$ cat config.mk
export PLATFORM = sky130hd
export DESIGN_NAME = dos_sequencer
export DESIGN_NICKNAME = d
export VERILOG_FILES = /design/src/rtl/dos_pkg.sv /design/src/rtl/dos_lzc.sv /design/src/rtl/dos_decode.sv /design/src/rtl/dos_sequencer.sv
export SDC_FILE = /design/constraint.sdc
export NUM_CORES = 1
export LEC_CHECK = 0
export ABC_CLOCK_PERIOD_IN_PS = 2600
export BUFFER_PORTS_ARGS = -buffer_cell sky130_fd_sc_hd__buf_2
export CAP_MARGIN = 20
export CORE_MARGIN = 2
export CORE_UTILIZATION = 52
export CTS_CLUSTER_SIZE = 40
export DETAILED_ROUTE_END_ITERATION = 8
export PLACE_DENSITY_LB_ADDON = 0.05
export SYNTH_ARGS = -nofsm -noshare
export SYNTH_HDL_FRONTEND = slang
export SYNTH_SLANG_ARGS = --single-unit
$ cat constraint.sdc
create_clock -name clk -period 2.6 [get_ports clk]
set_input_delay 0.13 -clock clk [delete_from_list [all_inputs] [get_ports clk]]
set_output_delay 0.13 -clock clk [all_outputs]
set_load 0.03 [all_outputs]
$ cat src/rtl/dos_pkg.sv
package dos_pkg;

   localparam int DOS_IW = 16;
   localparam int DOS_RW = 4;

   localparam logic [1:0] AM_REG = 2'b00;
   localparam logic [1:0] AM_IND = 2'b01;
   localparam logic [2:0] OP_MOVE = 3'b110;

   typedef struct packed {
      logic [2:0]        op;
      logic              bsel;
      logic [1:0]        dmode;
      logic [DOS_RW-1:0] dreg;
      logic [1:0]        smode;
      logic [DOS_RW-1:0] sreg;
   } dos_fields_t;

   typedef enum logic [2:0] {
      CLS_TWO, CLS_REGSRC, CLS_JUMP, CLS_SHIFT, CLS_SINGLE, CLS_IMMED, CLS_OTHER
   } dos_class_e;

   typedef enum logic [2:0] {
      ST_IDLE, ST_SPTR, ST_SRD, ST_DPTR, ST_DRD, ST_ALU, ST_WR
   } dos_state_e;

   typedef enum logic [1:0] {
      PH_ADDR, PH_DRIVE, PH_STROBE, PH_CAPT
   } dos_phase_e;

endpackage

$ cat src/rtl/dos_lzc.sv
module dos_lzc #(
   parameter int W  = 16,
   parameter int CW = $clog2(W + 1)
) (
   input  logic [W-1:0]  word,
   output logic [CW-1:0] zeros
);
   logic hit;

   always_comb begin
      zeros = '0;
      hit   = 1'b0;
      for (int i = W - 1; i >= 0; i--) begin
         if (!hit) begin
            if (word[i]) hit = 1'b1;
            else         zeros = zeros + CW'(1);
         end
      end
   end
endmodule

$ cat src/rtl/dos_decode.sv
module dos_decode
   import dos_pkg::*;
#(
   parameter bit FAST_MOVE = 1'b1
) (
   input  logic [DOS_IW-1:0] instr,
   output dos_fields_t       fld,
   output logic              exec_ok,
   output logic              skip_dst
);
   localparam int ZW = $clog2(DOS_IW + 1);

   logic [ZW-1:0] zeros;
   dos_class_e    cls;

   dos_lzc #(.W(DOS_IW), .CW(ZW)) u_lzc (.word(instr), .zeros(zeros));

   assign fld = dos_fields_t'(instr);

   always_comb begin
      case (zeros)
         ZW'(0), ZW'(1): cls = CLS_TWO;
         ZW'(2):         cls = CLS_REGSRC;
         ZW'(3):         cls = CLS_JUMP;
         ZW'(4):         cls = CLS_SHIFT;
         ZW'(5):         cls = CLS_SINGLE;
         ZW'(6):         cls = CLS_IMMED;
         default:        cls = CLS_OTHER;
      endcase
   end

   assign exec_ok = (cls == CLS_TWO) && !fld.smode[1] && !fld.dmode[1];

   generate
      if (FAST_MOVE) begin : g_fast
         assign skip_dst = (fld.op == OP_MOVE) && !fld.bsel;
      end else begin : g_full
         assign skip_dst = 1'b0;
      end
   endgenerate
endmodule

$ cat src/rtl/dos_sequencer.sv
module dos_sequencer
   import dos_pkg::*;
#(
   parameter int AW        = 16,
   parameter int DW        = 16,
   parameter bit FAST_MOVE = 1'b1
) (
   input  logic              clk,
   input  logic              rst_n,
   input  logic              start,
   input  logic [DOS_IW-1:0] instr,
   input  logic [AW-1:0]     wp,
   output logic              busy,
   output logic              done,
   output logic              unsupported,
   output logic              mem_req,
   output logic              mem_we,
   output logic [AW-1:0]     mem_addr,
   output logic [DW-1:0]     mem_wdata,
   input  logic [DW-1:0]     mem_rdata,
   input  logic              mem_ack,
   output logic [2:0]        alu_op,
   output logic              alu_byte,
   output logic [DW-1:0]     alu_src,
   output logic [DW-1:0]     alu_dst,
   input  logic [DW-1:0]     alu_res
);
   generate
      if (DW != DOS_IW) begin : g_dw_bad
         $error("dos_sequencer: DW must equal the instruction width");
      end
      if (AW > DW || AW < DOS_RW + 2) begin : g_aw_bad
         $error("dos_sequencer: AW out of range");
      end
   endgenerate

   dos_fields_t fld_d, fld_q;
   logic        exec_ok, skip_d, skip_q;
   dos_state_e  state;
   dos_phase_e  ph;
   logic [AW-1:0] src_ptr, dst_ptr, cyc_addr, addr_calc;
   logic [DW-1:0] src_val, dst_val, res, mdr;

   dos_decode #(.FAST_MOVE(FAST_MOVE)) u_dec (
      .instr(instr), .fld(fld_d), .exec_ok(exec_ok), .skip_dst(skip_d)
   );

   function automatic logic [AW-1:0] reg_addr(input logic [AW-1:0] base,
                                              input logic [DOS_RW-1:0] r);
      return base + AW'({r, 1'b0});
   endfunction

   function automatic dos_state_e after(input dos_state_e s, input dos_fields_t f,
                                        input logic skip);
      case (s)
         ST_SPTR: return ST_SRD;
         ST_SRD:  return (f.dmode == AM_IND) ? ST_DPTR : (skip ? ST_ALU : ST_DRD);
         ST_DPTR: return skip ? ST_ALU : ST_DRD;
         ST_DRD:  return ST_ALU;
         ST_ALU:  return ST_WR;
         default: return ST_IDLE;
      endcase
   endfunction

   always_comb begin
      case (state)
         ST_SPTR: addr_calc = reg_addr(wp, fld_q.sreg);
         ST_SRD:  addr_calc = (fld_q.smode == AM_IND) ? src_ptr : reg_addr(wp, fld_q.sreg);
         ST_DPTR: addr_calc = reg_addr(wp, fld_q.dreg);
         default: addr_calc = (fld_q.dmode == AM_IND) ? dst_ptr : reg_addr(wp, fld_q.dreg);
      endcase
   end

   always_ff @(posedge clk or negedge rst_n) begin
      if (!rst_n) begin
         state       <= ST_IDLE;
         ph          <= PH_ADDR;
         fld_q       <= '0;
         skip_q      <= 1'b0;
         src_ptr     <= '0;
         dst_ptr     <= '0;
         cyc_addr    <= '0;
         src_val     <= '0;
         dst_val     <= '0;
         res         <= '0;
         mdr         <= '0;
         mem_req     <= 1'b0;
         mem_we      <= 1'b0;
         mem_addr    <= '0;
         mem_wdata   <= '0;
         done        <= 1'b0;
         unsupported <= 1'b0;
      end else begin
         done        <= 1'b0;
         unsupported <= 1'b0;
         if (state == ST_IDLE) begin
            ph <= PH_ADDR;
            if (start) begin
               fld_q  <= fld_d;
               skip_q <= skip_d;
               if (exec_ok) state <= (fld_d.smode == AM_IND) ? ST_SPTR : ST_SRD;
               else         unsupported <= 1'b1;
            end
         end else begin
            case (ph)
               PH_ADDR: begin
                  cyc_addr <= addr_calc;
                  ph       <= PH_DRIVE;
               end
               PH_DRIVE: begin
                  mem_addr  <= cyc_addr;
                  mem_we    <= (state == ST_WR);
                  mem_wdata <= res;
                  mem_req   <= (state != ST_ALU);
                  ph        <= PH_STROBE;
               end
               PH_STROBE: begin
                  if (state == ST_ALU) begin
                     ph <= PH_CAPT;
                  end else if (mem_req && mem_ack) begin
                     mdr     <= mem_rdata;
                     mem_req <= 1'b0;
                     ph      <= PH_CAPT;
                  end
               end
               default: begin
                  case (state)
                     ST_SPTR: src_ptr <= mdr[AW-1:0];
                     ST_SRD:  src_val <= mdr;
                     ST_DPTR: dst_ptr <= mdr[AW-1:0];
                     ST_DRD:  dst_val <= mdr;
                     ST_ALU:  res     <= alu_res;
                     default: done    <= 1'b1;
                  endcase
                  state <= after(state, fld_q, skip_q);
                  ph    <= PH_ADDR;
               end
            endcase
         end
      end
   end

   assign busy     = (state != ST_IDLE);
   assign alu_op   = fld_q.op;
   assign alu_byte = fld_q.bsel;
   assign alu_src  = src_val;
   assign alu_dst  = dst_val;
endmodule

### Word level (Yosys, flattened, before mapping)

Index checks and enable logic that the tools add are counted.

| operators by class | value |
|---|---|
| $add $sub $neg | 17 |
| multipliers | 0 |
| div/mod/pow operators | 0 |
| $lt $le $gt $ge | 0 |
| equal/unequal tests | 25 |
| shift-type cells | 0 |
| muxes and demuxes | 85 |
| bitwise operators | 3 |
| reductions and logical operators | 27 |

Operators with widths:

| kind | number |
|---|---|
| 5-bit two-way mux | 30 |
| 5-bit by 1-bit adder with 5-bit output (second input constant) | 15 |
| 16-bit case mux with 3 select lines | 1 |
| 1-bit two-way mux | 39 |
| 16-bit by 5-bit adder with 16-bit output | 2 |
| 16-bit two-way mux | 2 |
| 3-bit case mux with 6 select lines | 1 |
| 3-bit AND reduction | 6 |
| 5-bit by 3-bit == test with 1-bit output (second input constant) | 3 |
| 3-bit two-way mux | 5 |
| 3-bit case mux with 5 select lines | 1 |
| 3-bit == test (second input constant) | 4 |
| 5-bit by 2-bit == test with 1-bit output (second input constant) | 2 |
| 2-bit by 1-bit == test with 1-bit output (second input constant) | 4 |
| 2-bit two-way mux | 4 |
| 2-bit != test (second input constant) | 4 |
| 4-bit AND reduction | 2 |
| 3-bit by 2-bit == test with 1-bit output (second input constant) | 2 |
| 3-bit zero test | 2 |
| 2-bit case mux with 3 select lines | 1 |
| 2-bit AND reduction | 3 |
| 5-bit by 1-bit == test with 1-bit output (second input constant) | 1 |
| 5-bit zero test | 1 |
| 5-bit OR reduction | 1 |
| other kinds (14) | 21 |

| storage, ports and cells | value |
|---|---|
| register bits | 170 |
| latch bits | 0 |
| bits in writable memories | 0 |
| memory bits (read-only) | 0 |
| output and inout bits | 73 |
| logic and storage cells | 179 |
| memories kept | 0 |

### Logic depth before layout (Yosys ltp)

Gate-level depths: netlist of the first run.

| logic depth | value |
|---|---|
| word-level depth | 55 |
| depth in mapped cells | 53 |
| gate-level depth less buffers | 53 |

### Modules after synthesis

Synthesis of the first run repeated with hierarchy kept, for this count alone.

| unflattened totals | value |
|---|---|
| cells, all modules | 872 |
| area total of the unflattened synthesis | 9549.2 µm² |

By module, submodules not included:

| module | times used | cells each | area an instance (µm²) |
|---|---|---|---|
| dos_sequencer | 1 | 662 | 8035.2 |
| dos_lzc | 1 | 191 | 1366.3 |
| dos_decode | 1 | 19 | 147.6 |

### Worst setup path after synthesis of the first run

OpenSTA, ideal clock, no wires.

| timing path | value |
|---|---|
| path kind | input to register |
| start point | in instr[15] |
| end point | reg state[0] |
| library setup time | 0.125 ns |
| data arrival time | 9.711 ns |
| slack | -7.236 ns |
| cell stages on the path | 53 |
| path buffers | 1 |
| cell sequence | buf_6 > nor2_1 > ha_1 > o21a_1 > ha_1 > mux2i_1 > a21boi_0 > ha_1 > nand2_1 > nand2_1 > ha_1 > o21ai_0 > a21oi_1 > ha_1 > mux2_2 > o21ai_0 > o21ai_0 > ha_1 > [17 not listed] > nand2_1 > ha_1 > mux2i_1 > o21ai_0 > ha_1 > mux2i_1 > nor2_1 > a21oi_1 > o21ai_0 > ha_1 > nor2b_1 > maj3_1 > and4b_1 > and3_1 > a2111oi_0 > a211oi_2 > xor2_1 > o21ai_1 |

| on the way | value |
|---|---|
| longest elaborated chain between the ends | 54 |
| elaborated cells on any way between the ends | 75 |
| those cells by class | add/sub: 15; eq/ne: 7; mux: 47; reduce/logical: 6 |

RTL lines:

| item | line | source |
|---|---|---|
| start, declared | dos_sequencer.sv:11 | `input logic [DOS_IW-1:0] instr,` |
| 1-bit two-way mux | dos_lzc.sv:15 | `if (word[i]) hit = 1'b1;` |
| 5-bit by 1-bit adder with 5-bit output | dos_lzc.sv:16 | `else zeros = zeros + CW'(1);` |
| 5-bit two-way mux | dos_lzc.sv:15 |  |
| 5-bit two-way mux | dos_lzc.sv:14 | `if (!hit) begin` |
| 5-bit by 1-bit adder with 5-bit output | dos_lzc.sv:16 |  |
| 5-bit two-way mux | dos_lzc.sv:15 |  |
| 5-bit two-way mux | dos_lzc.sv:14 |  |
| 5-bit by 1-bit adder with 5-bit output | dos_lzc.sv:16 |  |
| [37 not listed] | n/a |  |
| 5-bit two-way mux (*) | dos_lzc.sv:14 |  |
| 5-bit by 1-bit == test with 1-bit output or 5-bit zero test (tied branches) | dos_decode.sv:21 | `case (zeros)` |
| 2-bit OR reduction | dos_decode.sv:21 |  |
| 3-bit case mux with 6 select lines (*) | dos_decode.sv:21 |  |
| 3-bit zero test (*) | dos_decode.sv:32 | `assign exec_ok = (cls == CLS_TWO) && !fld.smode[1] && !fld.dmode[1];` |
| 1-bit logical AND (*) (2 in a row) | dos_decode.sv:32 |  |
| 2-bit != test (no line) (*) | n/a |  |
| 3-bit AND reduction (no line) (*) | n/a |  |
| end signal, assigned | dos_sequencer.sv:101 | `if (exec_ok) state <= (fld_d.smode == AM_IND) ? ST_SPTR : ST_SRD;` |
| end signal, assigned | dos_sequencer.sv:135 | `state <= after(state, fld_q, skip_q);` |
| end, declared | dos_sequencer.sv:39 | `dos_state_e state;` |

Every way passes the cells marked *; elsewhere a longest branch is shown, timed or not.
A chain may end at the register's enable or synchronous reset.

### Worst setup path in the final report of the first run

| timing path | value |
|---|---|
| start point | in instr[14] |
| end point | reg state[0] |

| on the way | value |
|---|---|
| longest elaborated chain between the ends | 52 |
| elaborated cells on any way between the ends | 73 |
| those cells by class | add/sub: 14; eq/ne: 7; mux: 46; reduce/logical: 6 |

RTL lines:

| item | line |
|---|---|
| 5-bit two-way mux | dos_lzc.sv:15 |
| 5-bit two-way mux | dos_lzc.sv:14 |
| 5-bit by 1-bit adder with 5-bit output | dos_lzc.sv:16 |
| 5-bit two-way mux | dos_lzc.sv:15 |
| 5-bit two-way mux | dos_lzc.sv:14 |
| 5-bit by 1-bit adder with 5-bit output | dos_lzc.sv:16 |
| 5-bit two-way mux | dos_lzc.sv:15 |
| 5-bit two-way mux | dos_lzc.sv:14 |
| [35 not listed] | n/a |
| 5-bit two-way mux (*) | dos_lzc.sv:14 |
| 5-bit by 1-bit == test with 1-bit output or 5-bit zero test (tied branches) | dos_decode.sv:21 |
| 2-bit OR reduction | dos_decode.sv:21 |
| 3-bit case mux with 6 select lines (*) | dos_decode.sv:21 |
| 3-bit zero test (*) | dos_decode.sv:32 |
| 1-bit logical AND (*) (2 in a row) | dos_decode.sv:32 |
| 2-bit != test (no line) (*) | n/a |
| 3-bit AND reduction (no line) (*) | n/a |

Marks and branches as above.

==> impl_metrics.json, run 1 <==
{
  "end_kind": "flip-flop",
  "violations": "setup timing",
  "clock_sink_count": 170,
  "grt_pass1_vias": 7845,
  "die_w_um": 140.2,
  "cp.depth": 53,
  "die_h_um": 140.2,
  "grt_max_degree": 77,
  "synth_area_um2": 9644,
  "final.setup.tns_ps": -19160,
  "fin_skew_ps": 16.70,
  "layout_setup_ws_ps": -6423,
  "ctsRootBufferMaster": "clkbuf_16",
  "ys_warn_count": 0,
  "io_pins": 141,
  "grt_antenna_before_repair": 0,
  "place.port_buffers": 140,
  "cp_max_fo": 3,
  "cp-endpoint": "state[0]$_DFFE_PN0P_",
  "gp_congestion": 0.9133,
  "final_common_cell": "dfrtp_1",
  "ir_worst_vdd_uv": 664.6,
  "vias": 8095,
  "reg2reg_to": "cyc_addr[11]$_DFFE_PN0P_",
  "avgSynthCellArea_um2": 10.54,
  "viasPerCell": 5.545,
  "setup_violations": 3,
  "grt_first_pass_wirelength_um": 40520,
  "synthCells": 915,
  "slew_violations": 0,
  "reg2reg_from": "fld_q[0]$_DFFE_PN0P_",
  "synthTopCellsByArea": "dfrtp_1 44%, mux2_2 17%, ha_1 3.6%",
  "fin_area_um2": 12890,
  "worstMarginPinSlew_ps": 698.1,
  "dp_hpwl_um": 17960,
  "cts_max_level": 4,
  "synth_top_area_frac": 0.4411,
  "start_util": 0.5332,
  "drtAntennaViolNets": 0,
  "crit_buf_inv": 1,
  "dp_slack_ps": -6995,
  "syn_nets": 1013,
  "rsz0062_at_grt": "true",
  "timing.critical_path.slowest_stage_cell": "ha_1",
  "layout.nets": 1316,
  "cp.arrival_ps": 9330,
  "reg2reg_depth": 11,
  "r2r_slack_ps": 120,
  "hold_viol": 0,
  "first_pass_iters": 5,
  "slowest_delay_ps": 310,
  "fin_crit_sh": 3.471,
  "hold_class": "in2reg",
  "area_growth_pct": 33.69,
  "power_density_nw_per_um2": 1068,
  "status": "finished, violations left",
  "cts_inserted_buffers": 17,
  "power.leakage_uw": 0.006022,
  "route.detailed.drc": 0,
  "synth-async-reset-ratio": 1.000,
  "ys_ff_latch": 170,
  "cp-start-kind": "primary input",
  "placed_cell_area_um2": 11620,
  "drt_iter0_drc": 428,
  "yosysTopAreaCell": "dfrtp_1",
  "layout-drive-gt1-share": 0.4297,
  "startpoint": "instr[14]",
  "ys_seq_area_frac": 0.4411,
  "num_rows": 49,
  "whs_ps": 29.10,
  "cap_violations": 0,
  "diodes": 0,
  "grt-ovfl-total": 0,
  "clock.fmax_mhz": 110.8,
  "worst_ep_required_time_ps": 2910,
  "grt.total_usage": 0.2584,
  "cts.reportedPaths.clkPinSlew_ps": 70,
  "synth_edf_count": 0,
  "relSlewSlack": 0.5346,
  "wl_per_cell_um": 17.20,
  "layout_common_cells": "170 x dfrtp_1, 157 x buf_4, 142 x mux2_2",
  "synth_cell_type_count": 71,
  "cp_top_family": "adder cells",
  "fin_crit_ps": 9023,
  "clk-insertion-delay-late_ps": 440,
  "worstSetupPathType": "in2reg",
  "ys.flop_type": "dfrtp_1",
  "cts_buffer_depth": 2,
  "die-area_um2": 19650,
  "cts_tree": "yes",
  "cp_common_cell": "ha_1",
  "wirelength_um": 25120,
  "core_area_um2": 18090
}
[stage by stage]
| stage | total power [µW] | util | std cells |
|---|---|---|---|
| after floorplan | 8843 | - | 915 |
| after global placement | 10760 | 0.6425 | 1372 |
| after detailed placement | 10900 | 0.6425 | 1372 |
| after CTS | 13660 | 0.7046 | 1454 |
| after global routing | 14620 | 0.7129 | 1460 |
| final | 13760 | 0.7129 | 1460 |
[logic make-up (layout without fill, tap and decap cells)]
family	Yosys count	count (layout)	share of synthesized area
fa+ha+maj	31	31	0.04152
xor+xnor	50	50	0.05345
compound gates	181	181	0.1221
buf+inv	65	381	0.02724
simple gates	259	259	0.1293
flops	170	170	0.4411
mux	159	159	0.1853
[cells in the mapped netlist (10+ instances only)]
master / count
dfrtp_1: 170
ha_1: 28
o22ai_1: 15
o21ai_0: 44
nand3_1: 16
and3_1: 13
nor2b_1: 13
mux2_2: 146
nand2_1: 82
mux2i_1: 12
clkbuf_1: 40
a21oi_1: 39
a211oi_1: 19
xnor2_1: 28
nor2_1: 69
nor3_1: 15
o31ai_1: 10
xor2_1: 15
inv_1: 11
[worst reg2reg max path, stage by stage (launching register included)]
cell and delay (ps):
dfrtp_1 400, ha_2 210, fa_2 340, a21o_1 180
a21oi_2 130, nand3b_1 290, buf_4 170, nor2_1 40
xnor2_1 140, o22ai_1 110, a211oi_2 250, o31ai_1 100
[power breakdown]
group	switching [µW]	internal [µW]	total, µW
logic	3580	2830	6410
registers	871	3890	4760
clock network	1270	1310	2580
[cell type report]
cell class                 count  area (µm²)
multi-input combinational    680        5365
fill                        1355        5192
sequential                   170        4254
timing repair buffer         335        2316
clock buffer                  17       425.4
tap                          229       286.5
clock inverter                15       193.9
inverter                      14       52.55
[metal layers]
layer,global-route usage,wire [µm]
met1,0.3844,12140
met2,0.4002,11120
met3,0.04171,1453
met4,0.05954,403
met5,0,0
[what timing repair did]
item / 4_1_cts / 5_1_grt
pin swaps: 18 / 32
buffers inserted: 15 / 6
hold endpoints to repair: 107 / 0
gates resized for setup: 12 / 28
hold buffers: 35 / 0
endpoints found under the setup margin: 6 / 11
[worst min path at each step]
stage | startpoint | to | depth (start not counted)
after floorplan | rst_n | alu_byte$_DFFE_PN0P_ | 0
after global placement | rst_n | cyc_addr[14]$_DFFE_PN0P_ | 1
after detailed placement | rst_n | cyc_addr[14]$_DFFE_PN0P_ | 1
after CTS | instr[13] | skip_q$_DFFE_PN0P_ | 3
after global routing | instr[0] | fld_q[0]$_DFFE_PN0P_ | 2
final | instr[13] | skip_q$_DFFE_PN0P_ | 3
(Power assumes the default switching activity.)
==> run 2: changes to the inputs <==
- ABC_CLOCK_PERIOD_IN_PS: 2600 -> 9500
- CORE_UTILIZATION: 52 -> 54
- clock period: 2.6 -> 9.5 ns (I/O delays scaled with it)
==> run 2 against run 1 <==
Against the previous run: routed wire length fell by 7.1%; critical path type unchanged; setup slack improved by 6400 ps; core utilization down 4.3 points; first-iteration DRC count rose by 27%; clock power decreased by 74%; register-to-register slack improved by 6500 ps; die area fell by 3.6%; critical path depth did not move; the flow now finishes without violations; sequential share of layout area grew 3.6 points; sequential power shrank 72%; cell count fell by 9.7%.
==> impl_metrics.json, run 2 (synthesis gave the netlist of run 1 again) <==
{
  "status": "complete, no violations",
  "timing.critical_path.slowest_stage_cell": "ha_1",
  "dp_slack_ps": -617.9,
  "clkPwrFrac": 0.191,
  "core_area_um2": 17360,
  "final.setup.tns_ps": 0,
  "fin_skew_ps": 10.00,
  "die_w_um": 137.6,
  "power_frac_comb": 0.443,
  "gp_congestion": 0.9340,
  "power_density_nw_per_um2": 306.8,
  "intPower_uw": 2107,
  "start_util": 0.5557,
  "cp_common_cell": "ha_1",
  "cp_top_family": "adder cells",
  "first_pass_iters": 5,
  "grt.total_usage": 0.2527,
  "slew_violations": 0,
  "clk-insertion-delay-late_ps": 420,
  "place.port_buffers": 140,
  "fin_crit_ps": 9475,
  "cts_tree": "yes",
  "cp.arrival_ps": 9770,
  "cts.reportedPaths.clkPinSlew_ps": 60,
  "viasPerCell": 5.764,
  "clock_sink_count": 170,
  "layout_common_cells": "170 x dfrtp_1, 142 x mux2_2, 137 x buf_2",
  "sw_frac_of_total": 0.4093,
  "layout-drive-gt1-share": 0.3745,
  "drtAntennaViolNets": 0,
  "nFillCells": 1368,
  "drt_iter0_drc": 544,
  "ctsRootBufferMaster": "clkbuf_16",
  "die-area_um2": 18940,
  "hold_viol": 0,
  "area_growth_pct": 20.52,
  "slowest_delay_ps": 350,
  "setup_violations": 0,
  "grt-ovfl-total": 0,
  "place_inst": 1261,
  "crit_buf_inv": 1,
  "clock.fmax_mhz": 105.5,
  "final_cell_count_no_fill": 1318,
  "fin_crit_sh": 0.9973,
  "cts_max_level": 4,
  "ir_worst_vdd_uv": 197.4,
  "whs_ps": 171.9,
  "io_pins": 141,
  "grt_first_pass_wirelength_um": 37230,
  "layout_setup_ws_ps": 25.36,
  "cap_violations": 0,
  "worstSetupPathType": "in2reg",
  "end_kind": "flip-flop",
  "cts_inserted_buffers": 17,
  "grt_pass1_vias": 7194,
  "grt_antenna_before_repair": 1,
  "cp-start-kind": "primary input",
  "worstMarginPinSlew_ps": 958.9,
  "pwr-share-seq": 0.367,
  "relSlewSlack": 0.3608,
  "layout.nets": 1177,
  "vias": 7597,
  "num_rows": 48,
  "worst_ep_required_time_ps": 9790,
  "wirelength_um": 23340,
  "cts_buffer_depth": 2,
  "power.leakage_uw": 0.005349,
  "cp_max_fo": 3,
  "grt_max_degree": 107,
  "route.detailed.drc": 0,
  "die_h_um": 137.6,
  "rsz0062_at_grt": "true",
  "dp_hpwl_um": 16650,
  "p_sw_uw": 1460,
  "final_common_cell": "dfrtp_1",
  "hold_class": "in2async",
  "wl_per_cell_um": 17.71
}
## run 2: changes by cell type in the layout (fill, tap and decap cells not counted), sizes merged, moves of 3 or more
cell         previous run  this run
dlygate4sd3            35         0
buf                   300       196
clkbuf                 17        20
clkinv                 11         7
## run 2: metal layers
| metal | vias up | track usage | part of all wire |
|---|---|---|---|
| met5 | - | 0 | 0 |
| met4 | 0 | 0.06186 | 0.011 |
| met3 | 21 | 0.05556 | 0.068 |
| met2 | 257 | 0.3723 | 0.44 |
| met1 | 3677 | 0.3790 | 0.48 |
| li1 | 3642 | - | - |
## run 2: worst paths after layout
kind	startpoint	to	slack, ps	depth (start not counted)
min in group clk	alu_res[7]	res[7]$_DFFE_PN0P_	280	2
min	rst_n	mem_addr[14]$_DFFE_PN0P_	170	1
min reg2reg	fld_q[5]$_DFFE_PN0P_	fld_q[5]$_DFFE_PN0P_	470	2
max reg2reg	fld_q[0]$_DFFE_PN0P_	cyc_addr[13]$_DFFE_PN0P_	6610	10
max	instr[14]	state[0]$_DFFE_PN0P_	30	53
max in group asynchronous	rst_n	dst_ptr[4]$_DFFE_PN0P_	7970	2
## run 2: what timing repair did
item / in CTS / in global routing
hold buffers: 0 / 0
resized for setup: 5 / 14
pin swaps: 16 / 16
endpoints found under the setup margin: 3 / 3
buffers inserted: 16 / 9
cloned: 0 / 0
## run 2: metrics by stage
step           power [µW]  utilization  instance area, µm²
2_1_floorplan        2420            -                9759
3_3_place_gp         2826       0.6208               10780
3_5_place_dp         2870       0.6208               10780
4_1_cts              3575       0.6628               11500
5_1_grt              3812       0.6696               11620
6_report             3566       0.6697               11620
## run 2: final cells by class
| cell class | count | area, µm² | area share |
|---|---|---|---|
| well taps | 225 | 281.5 | 0.02422 |
| multi-input cells | 680 | 5303 | 0.4562 |
| repair buffers | 196 | 1144 | 0.09839 |
| diodes | 1 | 2.502 | 0.0002153 |
| inverters | 14 | 52.55 | 0.004521 |
| clock buffers | 20 | 456.7 | 0.03929 |
| clock inverters | 12 | 130.1 | 0.01119 |
| flip-flops and latches | 170 | 4254 | 0.3660 |
## run 2: power by group through the flow
stage	Sequential, µW	Combinational (µW)	Clock [µW]
after floorplan	1480	944	0
after global placement	1300	1520	0
after detailed placement	1320	1550	0
after CTS	1310	1570	694
after global routing	1360	1730	728
final	1310	1580	680
==> run 3: changes to the inputs <==
- CTS_BUF_LIST: unset -> sky130_fd_sc_hd__clkbuf_4 sky130_fd_sc_hd__clkbuf_8
==> run 3 against run 2 <==
Against the previous run: the run now ends with setup timing left; clock skew is 4.1 ps higher; clock power is 25% lower; routed wire length is 0.28% lower; sequential share of layout area is 0.60 points higher; core utilization is 1.1 points lower; critical path depth stayed put; global-route usage is 0.28 points lower; count of clock-buffer cells in the layout stayed put; critical path type unchanged; largest power group unchanged.
==> impl_metrics.json, run 3 (synthesis gave the netlist of run 1 again) <==
{
  "status": "finished, violations left",
  "violations": "setup timing",
  "hold_viol": 0,
  "cts.reportedPaths.clkPinSlew_ps": 90,
  "relSlewSlack": 0.3509,
  "cp.arrival_ps": 9830,
  "ctsRootBufferMaster": "clkbuf_8",
  "final_common_cell": "dfrtp_1",
  "cts_inserted_buffers": 17,
  "grt_max_degree": 107,
  "fin_area_um2": 11440,
  "start_util": 0.5557,
  "num_rows": 48,
  "layout_setup_ws_ps": -3.390,
  "cts_max_level": 4,
  "die_w_um": 137.6,
  "first_pass_iters": 5,
  "worst_ep_required_time_ps": 9820,
  "grt.total_usage": 0.2499,
  "worstMarginPinSlew_ps": 973.7,
  "fin_skew_ps": 14.13,
  "power.leakage_uw": 0.005265,
  "ir_worst_vdd_uv": 183.2,
  "slowest_delay_ps": 350,
  "wl_per_cell_um": 17.66,
  "dp_hpwl_um": 16650,
  "core_area_um2": 17360,
  "fin_crit_ps": 9503,
  "setup_violations": 1,
  "cp-start-kind": "primary input",
  "drtAntennaViolNets": 0,
  "gp_congestion": 0.9340,
  "cap_violations": 0,
  "cts_buffer_depth": 2,
  "die_h_um": 137.6,
  "wirelength_um": 23270,
  "layout.nets": 1177,
  "fin_crit_sh": 1.000,
  "drt_iter0_drc": 564,
  "slew_violations": 0,
  "rsz0062_at_grt": "true",
  "grt-ovfl-total": 0,
  "cts-hold-fix-buffers": 0,
  "grt_antenna_before_repair": 1,
  "grt_first_pass_wirelength_um": 36890,
  "clk-insertion-delay-late_ps": 460,
  "area_growth_pct": 18.58,
  "placed_cell_area_um2": 10780,
  "cts_tree": "yes",
  "reg2reg_depth": 10,
  "vias": 7543,
  "timing.critical_path.slowest_stage_cell": "ha_1",
  "layout_common_cells": "170 x dfrtp_1, 142 x mux2_2, 137 x buf_2",
  "final_util": 0.6589,
  "nFillCells": 1390,
  "layout-drive-gt1-share": 0.3755,
  "power_density_nw_per_um2": 296.3,
  "grt_pass1_vias": 7225,
  "route.detailed.drc": 0,
  "worstSetupPathType": "in2reg",
  "viasPerCell": 5.723,
  "io_pins": 141,
  "cp_common_cell": "ha_1",
  "die-area_um2": 18940,
  "place.port_buffers": 140,
  "end_kind": "flip-flop",
  "cp_max_fo": 3,
  "hold_class": "in2async",
  "clock_sink_count": 170,
  "dp_slack_ps": -617.9,
  "whs_ps": 134.3,
  "clock.fmax_mhz": 105.2,
  "finalPower_uw": 3388
}
==> run 3: cell counts in the layout (fill, tap and decap cells not counted) <==
Identical to the previous run, type by type.
==> run 3: what timing repair did <==
| item | in CTS | in global routing |
|---|---|---|
| setup buffers | 16 | 9 |
| pin swaps | 16 | 18 |
| resized for setup | 5 | 14 |
| endpoints found under the setup margin | 3 | 3 |
==> run 3: critical path, delay by kind of cell <==
| family | cells | cell delay [ps] |
|---|---|---|
| AO/OA/AOI/OAI | 17 | 2130 |
| adder cells (fa/ha/maj) | 15 | 4190 |
| XOR/XNOR | 1 | 200 |
| multiplexers | 8 | 1610 |
| AND/OR/NAND/NOR | 11 | 1130 |
| buffers and inverters | 1 | 100 |
==> run 3: power breakdown <==
part           total, µW  switching, µW  internal (µW)
logic               1580            919            656
clock network        507            275            233
registers           1310            242           1060
==> run 3: per-stage QoR <==
| step | instances | setup TNS [ps] |
|---|---|---|
| floorplan | 915 | -68.89 |
| global placement | 1261 | -659.6 |
| detailed placement | 1261 | -1681 |
| CTS | 1309 | 0 |
| global route | 1317 | -1310 |
| finish | 1318 | -3.390 |
==> run 3: final timing paths <==
check	end	startpoint	slack, ps
setup / recovery	state[0]$_DFFE_PN0P_	instr[14]	-3
setup reg to reg	cyc_addr[13]$_DFFE_PN0P_	fld_q[0]$_DFFE_PN0P_	6630
hold / removal	mem_addr[14]$_DFFE_PN0P_	rst_n	130
max in group asynchronous	dst_ptr[2]$_DFFE_PN0P_	rst_n	7980
hold reg to reg	fld_q[5]$_DFFE_PN0P_	fld_q[5]$_DFFE_PN0P_	480
min in group clk	res[7]$_DFFE_PN0P_	alu_res[7]	240
==> run 3: routing by layer <==
metal | part of all wire | track usage | wire (µm) | up-vias
li1 | - | - | - | 3636
met1 | 0.48 | 0.3753 | 11190 | 3644
met2 | 0.44 | 0.3676 | 10300 | 242
met3 | 0.066 | 0.05666 | 1531 | 21
met4 | 0.010 | 0.05842 | 244 | 0
met5 | 0 | 0 | 0 | -
==> run 3: layout make-up <==
type,count,area (µm²),share of cell area
timing repair buffer,196,1144,0.1000
inverter,14,52.55,0.004595
multi-input combinational,680,5303,0.4637
sequential,170,4254,0.3720
antenna,1,2.502,0.0002188
clock buffer,20,269.0,0.02352
clock inverter,12,130.1,0.01138
tap,225,281.5,0.02462
